<file path="src/rtl/lane_steer_pkg.sv">
package lane_steer_pkg;
  typedef enum logic [2:0] {
    K_IO_RD     = 3'd0,
    K_IO_WR     = 3'd1,
    K_CFG_RD    = 3'd2,
    K_CFG_WR    = 3'd3,
    K_SPECIAL   = 3'd4,
    K_MEM_RD    = 3'd5,
    K_MEM_RD_PF = 3'd6,
    K_MEM_WR    = 3'd7
  } txn_kind_e;

  typedef enum logic [1:0] {
    ST_IDLE = 2'd0,
    ST_ADDR = 2'd1,
    ST_DATA = 2'd2
  } phase_st_e;
endpackage

</file>
<file path="src/rtl/lane_rst_sync.sv">
module lane_rst_sync #(
  parameter int STAGES = 2
) (
  input  logic clk,
  input  logic rst_n,
  output logic rst_n_sync
);
  logic [STAGES-1:0] chain_q;

  generate
    for (genvar i = 0; i < STAGES; i++) begin : g_stage
      if (i == 0) begin : g_first
        always_ff @(posedge clk or negedge rst_n) begin
          if (!rst_n) chain_q[i] <= 1'b0;
          else        chain_q[i] <= 1'b1;
        end
      end else begin : g_next
        always_ff @(posedge clk or negedge rst_n) begin
          if (!rst_n) chain_q[i] <= 1'b0;
          else        chain_q[i] <= chain_q[i-1];
        end
      end
    end
  endgenerate

  assign rst_n_sync = chain_q[STAGES-1];
endmodule

</file>
<file path="src/rtl/lane_req64_decide.sv">
module lane_req64_decide
  import lane_steer_pkg::*;
#(
  parameter int CNT_W     = 10,
  parameter int LINE_LOG2 = 5
) (
  input  logic [2:0]           kind,
  input  logic [LINE_LOG2-1:0] addr_lo,
  input  logic [CNT_W-1:0]     dword_cnt,
  input  logic                 upstream,
  input  logic                 prim_wide_cap,
  input  logic                 resume_wr,
  input  logic                 prev_ack64,
  input  logic                 prev_retry,
  output logic                 want_wide,
  output logic                 is_write
);
  localparam logic [CNT_W-1:0] ONE_DW = CNT_W'(1);
  localparam logic [CNT_W-1:0] TWO_DW = CNT_W'(2);

  txn_kind_e k;
  logic kind_ok, aligned, near_top, too_short, cap_block, resume_block;

  always_comb begin
    k            = txn_kind_e'(kind);
    is_write     = (k == K_IO_WR) || (k == K_CFG_WR) ||
                   (k == K_SPECIAL) || (k == K_MEM_WR);
    kind_ok      = (k == K_MEM_RD_PF) || (k == K_MEM_WR);
    aligned      = (addr_lo[2:0] == 3'b000);
    near_top     = &addr_lo[LINE_LOG2-1:3];
    too_short    = (k == K_MEM_WR) ? (dword_cnt <= TWO_DW)
                                   : (dword_cnt == ONE_DW);
    cap_block    = upstream && !prim_wide_cap;
    resume_block = resume_wr && !prev_ack64 && !prev_retry;
    want_wide    = kind_ok && aligned && !near_top && !too_short &&
                   !cap_block && !resume_block;
  end
endmodule

</file>
<file path="src/rtl/lane_phase_ctrl.sv">
module lane_phase_ctrl
  import lane_steer_pkg::*;
#(
  parameter int DW    = 32,
  parameter int CNT_W = 10
) (
  input  logic             clk,
  input  logic             rst_n,
  input  logic             start,
  input  logic             want_wide,
  input  logic             is_write,
  input  logic [DW-1:0]    addr,
  input  logic [CNT_W-1:0] dword_cnt,
  input  logic             devsel,
  input  logic             ack64,
  input  logic             data_ack,
  output phase_st_e        st_q,
  output logic             req64_q,
  output logic             eff_wide,
  output logic             half_q,
  output logic             last_ph,
  output logic             odd_tail,
  output logic             is_wr_q,
  output logic             src_pop,
  output logic             data_phase,
  output logic [DW-1:0]    addr_q
);
  localparam logic [CNT_W-1:0] ONE_DW = CNT_W'(1);
  localparam logic [CNT_W-1:0] TWO_DW = CNT_W'(2);

  phase_st_e        st_n;
  logic             req64_n, half_n, is_wr_n, seen_q, seen_n, wide_q, wide_n;
  logic [CNT_W-1:0] rem_q, rem_n, step;
  logic [DW-1:0]    addr_n;
  logic             accept, clk_en;

  // live lane width: before the claim the wide request is assumed honoured
  always_comb begin
    if (!req64_q)     eff_wide = 1'b0;
    else if (seen_q)  eff_wide = wide_q;
    else if (devsel)  eff_wide = ack64;
    else              eff_wide = 1'b1;
  end

  always_comb begin
    data_phase = (st_q == ST_DATA);
    step       = (eff_wide && rem_q >= TWO_DW) ? TWO_DW : ONE_DW;
    last_ph    = (rem_q <= step);
    odd_tail   = eff_wide && (rem_q == ONE_DW);
    src_pop    = data_phase && data_ack && is_wr_q &&
                 (eff_wide || half_q || last_ph);
    accept     = (st_q == ST_IDLE) && start;
    clk_en     = accept || (st_q != ST_IDLE);
  end

  always_comb begin
    st_n    = st_q;
    req64_n = req64_q;
    half_n  = half_q;
    is_wr_n = is_wr_q;
    seen_n  = seen_q;
    wide_n  = wide_q;
    rem_n   = rem_q;
    addr_n  = addr_q;
    unique case (st_q)
      ST_IDLE: begin
        if (start) begin
          st_n    = ST_ADDR;
          req64_n = want_wide;
          half_n  = want_wide ? 1'b0 : addr[2];
          is_wr_n = is_write;
          seen_n  = 1'b0;
          wide_n  = 1'b0;
          rem_n   = dword_cnt;
          addr_n  = addr;
        end
      end
      ST_ADDR: st_n = ST_DATA;
      ST_DATA: begin
        if (devsel && !seen_q) begin
          seen_n = 1'b1;
          wide_n = req64_q && ack64;
        end
        if (data_ack) begin
          rem_n  = rem_q - step;
          half_n = eff_wide ? 1'b0 : ~half_q;
          if (last_ph) begin
            st_n    = ST_IDLE;
            req64_n = 1'b0;
          end
        end
      end
      default: st_n = ST_IDLE;
    endcase
  end

  always_ff @(posedge clk or negedge rst_n) begin
    if (!rst_n) begin
      st_q    <= ST_IDLE;
      req64_q <= 1'b0;
      half_q  <= 1'b0;
      is_wr_q <= 1'b0;
      seen_q  <= 1'b0;
      wide_q  <= 1'b0;
      rem_q   <= '0;
      addr_q  <= '0;
    end else if (clk_en) begin
      st_q    <= st_n;
      req64_q <= req64_n;
      half_q  <= half_n;
      is_wr_q <= is_wr_n;
      seen_q  <= seen_n;
      wide_q  <= wide_n;
      rem_q   <= rem_n;
      addr_q  <= addr_n;
    end
  end
endmodule

</file>
<file path="src/rtl/lane_mux.sv">
module lane_mux
  import lane_steer_pkg::*;
#(
  parameter int DW = 32
) (
  input  phase_st_e        st,
  input  logic             is_wr,
  input  logic             eff_wide,
  input  logic             half,
  input  logic             odd_tail,
  input  logic [DW-1:0]    addr_q,
  input  logic [DW-1:0]    src_lo_data,
  input  logic [DW/8-1:0]  src_lo_be_n,
  input  logic [DW-1:0]    src_hi_data,
  input  logic [DW/8-1:0]  src_hi_be_n,
  output logic [DW-1:0]    ad_lo,
  output logic [DW-1:0]    ad_hi,
  output logic [DW/8-1:0]  be_lo_n,
  output logic [DW/8-1:0]  be_hi_n
);
  localparam int BW = DW/8;
  localparam logic [BW-1:0] BE_OFF = {BW{1'b1}};
  localparam logic [BW-1:0] BE_ALL = {BW{1'b0}};

  always_comb begin
    ad_lo   = '0;
    ad_hi   = '0;
    be_lo_n = BE_OFF;
    be_hi_n = BE_OFF;
    unique case (st)
      ST_ADDR: ad_lo = addr_q;
      ST_DATA: begin
        if (!is_wr) begin
          be_lo_n = BE_ALL;
          be_hi_n = eff_wide ? BE_ALL : BE_OFF;
        end else if (eff_wide) begin
          ad_lo   = src_lo_data;
          ad_hi   = src_hi_data;
          be_lo_n = src_lo_be_n;
          be_hi_n = odd_tail ? BE_OFF : src_hi_be_n;
        end else begin
          ad_lo   = half ? src_hi_data : src_lo_data;
          be_lo_n = half ? src_hi_be_n : src_lo_be_n;
        end
      end
      default: ;
    endcase
  end
endmodule

</file>
<file path="src/rtl/lane_steer_top.sv">
module lane_steer_top
  import lane_steer_pkg::*;
#(
  parameter int DW         = 32,
  parameter int CNT_W      = 10,
  parameter int LINE_BYTES = 32,
  parameter int SYNC_STG   = 2
) (
  input  logic             clk,
  input  logic             rst_n,
  input  logic             start,
  input  logic [2:0]       kind,
  input  logic [DW-1:0]    addr,
  input  logic [CNT_W-1:0] dword_cnt,
  input  logic             upstream,
  input  logic             resume_wr,
  input  logic             prev_ack64,
  input  logic             prev_retry,
  input  logic             prim_wide_cap,
  input  logic             devsel,
  input  logic             ack64,
  input  logic             data_ack,
  input  logic [DW-1:0]    src_lo_data,
  input  logic [DW/8-1:0]  src_lo_be_n,
  input  logic [DW-1:0]    src_hi_data,
  input  logic [DW/8-1:0]  src_hi_be_n,
  output logic             busy,
  output logic             frame,
  output logic             req64,
  output logic [DW-1:0]    ad_lo,
  output logic [DW-1:0]    ad_hi,
  output logic [DW/8-1:0]  be_lo_n,
  output logic [DW/8-1:0]  be_hi_n,
  output logic             src_pop
);
  localparam int LINE_LOG2 = $clog2(LINE_BYTES);

  logic          rst_n_sync;
  logic          want_wide, is_write;
  phase_st_e     st;
  logic          req64_q, eff_wide, half_q, last_ph, odd_tail, is_wr_q;
  logic          data_phase;
  logic [DW-1:0] addr_q;

  lane_rst_sync #(.STAGES(SYNC_STG)) u_rst (
    .clk(clk), .rst_n(rst_n), .rst_n_sync(rst_n_sync)
  );

  lane_req64_decide #(.CNT_W(CNT_W), .LINE_LOG2(LINE_LOG2)) u_decide (
    .kind(kind), .addr_lo(addr[LINE_LOG2-1:0]), .dword_cnt(dword_cnt),
    .upstream(upstream), .prim_wide_cap(prim_wide_cap),
    .resume_wr(resume_wr), .prev_ack64(prev_ack64), .prev_retry(prev_retry),
    .want_wide(want_wide), .is_write(is_write)
  );

  lane_phase_ctrl #(.DW(DW), .CNT_W(CNT_W)) u_ctrl (
    .clk(clk), .rst_n(rst_n_sync), .start(start), .want_wide(want_wide),
    .is_write(is_write), .addr(addr), .dword_cnt(dword_cnt),
    .devsel(devsel), .ack64(ack64), .data_ack(data_ack),
    .st_q(st), .req64_q(req64_q), .eff_wide(eff_wide), .half_q(half_q),
    .last_ph(last_ph), .odd_tail(odd_tail), .is_wr_q(is_wr_q),
    .src_pop(src_pop), .data_phase(data_phase), .addr_q(addr_q)
  );

  lane_mux #(.DW(DW)) u_mux (
    .st(st), .is_wr(is_wr_q), .eff_wide(eff_wide), .half(half_q),
    .odd_tail(odd_tail), .addr_q(addr_q),
    .src_lo_data(src_lo_data), .src_lo_be_n(src_lo_be_n),
    .src_hi_data(src_hi_data), .src_hi_be_n(src_hi_be_n),
    .ad_lo(ad_lo), .ad_hi(ad_hi), .be_lo_n(be_lo_n), .be_hi_n(be_hi_n)
  );

  always_comb begin
    busy  = (st != ST_IDLE);
    frame = (st == ST_ADDR) || (data_phase && !last_ph);
    req64 = req64_q && frame;
  end
endmodule

</file>
<file path="config.mk">
export PLATFORM = sky130hd
export DESIGN_NAME = lane_steer_top
export DESIGN_NICKNAME = d
export VERILOG_FILES = /design/src/rtl/lane_steer_pkg.sv /design/src/rtl/lane_rst_sync.sv /design/src/rtl/lane_req64_decide.sv /design/src/rtl/lane_phase_ctrl.sv /design/src/rtl/lane_mux.sv /design/src/rtl/lane_steer_top.sv
export SDC_FILE = /design/constraint.sdc
export NUM_CORES = 1
export LEC_CHECK = 0
export BUFFER_PORTS_ARGS = -buffer_cell sky130_fd_sc_hd__buf_2
export CORE_MARGIN = 3
export CORE_UTILIZATION = 44
export DETAILED_ROUTE_END_ITERATION = 7
export HOLD_SLACK_MARGIN = 0.1
export PLACE_DENSITY = 0.81
export SLEW_MARGIN = 20
export SYNTH_ARGS = -nofsm -noshare
export SYNTH_HDL_FRONTEND = slang
export SYNTH_SLANG_ARGS = --single-unit
</file>
<file path="constraint.sdc">
create_clock -name clk -period 3 [get_ports clk]
set_input_delay 0.3 -clock clk [delete_from_list [all_inputs] [get_ports clk]]
set_output_delay 0.3 -clock clk [all_outputs]
set_load 0.01 [all_outputs]
</file>
==> metrics <==
status=finished, violations left; violations in the final reports=negative setup slack; height of the chip=94.6 um; maximum number of pins on one net before global-route repair=50; area leader, netlist=sky130_fd_sc_hd__dfrtp_1; switching part of the total=41.4%; IO Count=204; count of state elements after synthesis=51; dominant synthesized flop cell=sky130_fd_sc_hd__dfrtp_1; slowest stage delay, CP=0.57 ns; nets=729; unrepaired setup endpoints after global routing=true; Fin Clk Skew=0.0122 ns; Int Pwr=2.22 mW; drt initial violations=142; Synth Area in Compound Gates=15.1%; number of flops mapped to enable cells by yosys=0; synth warn=0; pre-CTS setup slack=-0.00929 ns; Worst-Skew Late Latency=0.30 ns; Mapped Area=3450 um2; post-synthesis average cell area=9.04 um2; Synth-to-Final Area Change=40.8%; required time reported for the critical path endpoint=2.70 ns; gp weighted congestion=0.904; slowest CP cell=sky130_fd_sc_hd__or4_4; final period demand of the worst path=3.11 ns; final worst setup slack=-0.109 ns; portion of synthesized cell area occupied by the leading cell type=36.9%; CTS max path bufs=2; half-perimeter wire length after placement=8950 um; post-synthesis mux area share=21.0%; Worst Hold Class=in -> reg; diode count=0; post-DR vias/cell=5.36; number of cells in the design after placement=679; via count=3719; Worst setup EP type=output pin; area of the die=8950 um2; fraction of final layout cells with drive strength greater than 1=48.4%; DRC viols=0; CTS H-tree depth=2; routed length per instance=16.1 um; remaining number of nets flagged by the antenna check after routing=0; first-pass GRT wire length=17200 um; Post-Syn Instances=382; count of clock tree sinks=51; share of power burned in the clock network=10.5%; CP top delay family=simple AND/OR/NAND/NOR gates; P per Cell Area=778 nW/um2; chip width=94.6 um; critical path launch point type=register; library cell used as clock root buffer=sky130_fd_sc_hd__clkbuf_8; overall routed net length=11200 um; highest achievable clock rate=0.322 GHz; Leakage Power=2.53 nW; dominant combinational cell family by area after synthesis=multiplexers; simple-gate share of the synthesized area=19.5%; worst slew slack as a fraction of its limit=45.3%; crit path kind=reg -> out; sequential cell area fraction in the yosys report=36.9%; final max-slew violation count=0; IO buf count=203; Clock transition at path regs=0.10 ns; clock tree from TritonCTS=done; Final Cycle Share=104%; post-synthesis net count=517; antenna violations before repair=0; number of search-and-repair iterations in the first detailed-routing pass=4; top cells by instance count after synthesis=sky130_fd_sc_hd__nand2_1, sky130_fd_sc_hd__dfrtp_1, sky130_fd_sc_hd__o21ai_0; xor and xnor fraction of the mapped netlist area=0.254%; overall global routing resource usage=24.5%; data arrival time at the worst-slack endpoint=2.81 ns; via count of the first global-routing pass=3624; crit path max fanout=3; remaining global-route overflow=0; number of setup violations in the final report=3; count of max-cap constraint violations=0; part of the power in registers=32.4%; combined buffer and inverter count along the critical path=1; total negative slack=-0.290 ns; Comb pwr share=57.1%; Worst VDD drop=318 uV; proportion of register bits with asynchronous set or reset after synthesis=100%; r2r setup slk=-0.09 ns; final cell count without fillers=694; FP Rows=31; worst-margin pin slew=0.821 ns; switching power=1.57 mW; Initial Util=46.4%; adder and majority gate portion of the synthesized area=2.75%; cts bufs inserted=5; leading cell types by total area after synthesis=sky130_fd_sc_hd__dfrtp_1, sky130_fd_sc_hd__mux2_2, sky130_fd_sc_hd__mux2i_1, sky130_fd_sc_hd__and2_1, sky130_fd_sc_hd__nand2_1; count of final hold-check violations=0; count of cell types in the netlist=48; most repeated cell in the gate-level netlist after synthesis=sky130_fd_sc_hd__nand2_1; cell-by-cell trace of the critical path=or4_4, nor3_4, or2_4, ha_4, fa_2, a21oi_2, or3_4, a311oi_1, buf_2; Min Hold Slack=0.219 ns; core area=7450 um2
[cells by family after synthesis]
logic type,after synthesis
simple gates,133
other cells,1
xor+xnor,1
flops,51
buf+inv,36
compound gates,85
mux,68
fa+ha+maj,7
[placed cells by master, fill, tap and decap left out, types with 4 or more instances in the layout]
| master | count |
|---|---|
| sky130_fd_sc_hd__nor3_1 | 5 |
| sky130_fd_sc_hd__mux2_2 | 33 |
| sky130_fd_sc_hd__buf_4 | 23 |
| sky130_fd_sc_hd__nor2b_1 | 4 |
| sky130_fd_sc_hd__ha_1 | 5 |
| sky130_fd_sc_hd__clkbuf_8 | 5 |
| sky130_fd_sc_hd__a21oi_1 | 17 |
| sky130_fd_sc_hd__inv_1 | 11 |
| sky130_fd_sc_hd__and2_1 | 34 |
| sky130_fd_sc_hd__mux2i_1 | 34 |
| sky130_fd_sc_hd__nor2_1 | 6 |
| sky130_fd_sc_hd__o211ai_1 | 4 |
| sky130_fd_sc_hd__nand3_1 | 9 |
| sky130_fd_sc_hd__o21ai_0 | 39 |
| sky130_fd_sc_hd__nand2_1 | 56 |
| sky130_fd_sc_hd__buf_2 | 203 |
| sky130_fd_sc_hd__dfrtp_1 | 50 |
[area by class of cell]
| cell class | count | area, um2 |
|---|---|---|
| tap | 99 | 124 |
| sequential | 51 | 1280 |
| timing repair buffer | 229 | 1230 |
| inverter | 12 | 45.0 |
| clock inverter | 2 | 16.3 |
| fill | 624 | 2580 |
| multi-input combinational | 295 | 2100 |
| clock buffer | 6 | 72.6 |
[stage by stage]
stage / total power [mW] / instance area (um2) / utilization (%)
6_report: 3.78 / 4860 / 65.3
5_1_grt: 4.08 / 4860 / 65.3
4_1_cts: 3.77 / 4840 / 65.0
3_5_place_dp: 3.31 / 4670 / 62.8
3_3_place_gp: 3.22 / 4670 / 62.8
2_1_floorplan: 2.59 / 3460 / -
[routing by layer]
layer,track usage (%),vias up,wire length (um)
li1,-,1771,-
met1,29.0,1752,4500
met2,44.1,167,5650
met3,5.02,29,726
met4,7.69,0,283
met5,0,-,0
[sequential cells by signal, summed over array words and instances, names as in the netlist]
register and flops:
u_ctrl.st_q 2, u_rst.chain_q 1, u_ctrl.is_wr_q 1, u_ctrl.half_q 1
u_ctrl.req64_q 1, u_rst.rst_n_sync 1, u_ctrl.seen_q 1, u_ctrl.addr_q 32
u_ctrl.rem_q 10, u_ctrl.wide_q 1
[power by group through the flow]
stage | logic, mW | registers, mW | clock network [mW]
floorplan | 1.42 | 1.18 | 0
global placement | 2.00 | 1.21 | 0
detailed placement | 2.07 | 1.24 | 0
CTS | 2.13 | 1.23 | 0.407
global route | 2.37 | 1.27 | 0.436
finish | 2.16 | 1.23 | 0.396
[final timing paths]
check / from / depth (start not counted) / end
hold reg to reg: u_rst.rst_n_sync / 0 / u_ctrl.rem_q[0]
min in group asynchronous: rst_n / 2 / u_rst.rst_n_sync
hold / removal: addr[20] / 2 / u_ctrl.addr_q[20]
setup / recovery: u_ctrl.rem_q[6] / 9 / src_pop
setup reg to reg: u_ctrl.rem_q[6] / 10 / u_ctrl.rem_q[8]
max in group asynchronous: u_rst.rst_n_sync / 0 / u_ctrl.addr_q[29]
[timing repair]
| item | CTS | global route |
|---|---|---|
| endpoints found under the hold margin | 2 | 0 |
| endpoints found under the setup margin | 4 | 4 |
| pin swaps | 11 | 7 |
| gates resized for setup | 8 | 3 |
| buffers inserted | 4 | 2 |
| hold buffers | 1 | 0 |
[worst reg2reg max path: stages (launching register included)]
cell                        delay, ns
sky130_fd_sc_hd__dfrtp_1         0.40
sky130_fd_sc_hd__or4_4           0.57
sky130_fd_sc_hd__nor3_4          0.19
sky130_fd_sc_hd__or2_4           0.17
sky130_fd_sc_hd__ha_4            0.14
sky130_fd_sc_hd__fa_2            0.21
sky130_fd_sc_hd__buf_4           0.12
sky130_fd_sc_hd__or4b_4          0.47
sky130_fd_sc_hd__or4_4           0.45
sky130_fd_sc_hd__a21oi_2         0.16
sky130_fd_sc_hd__a2bb2oi_1       0.15
Note: power is estimated with default switching activity, not from simulation.
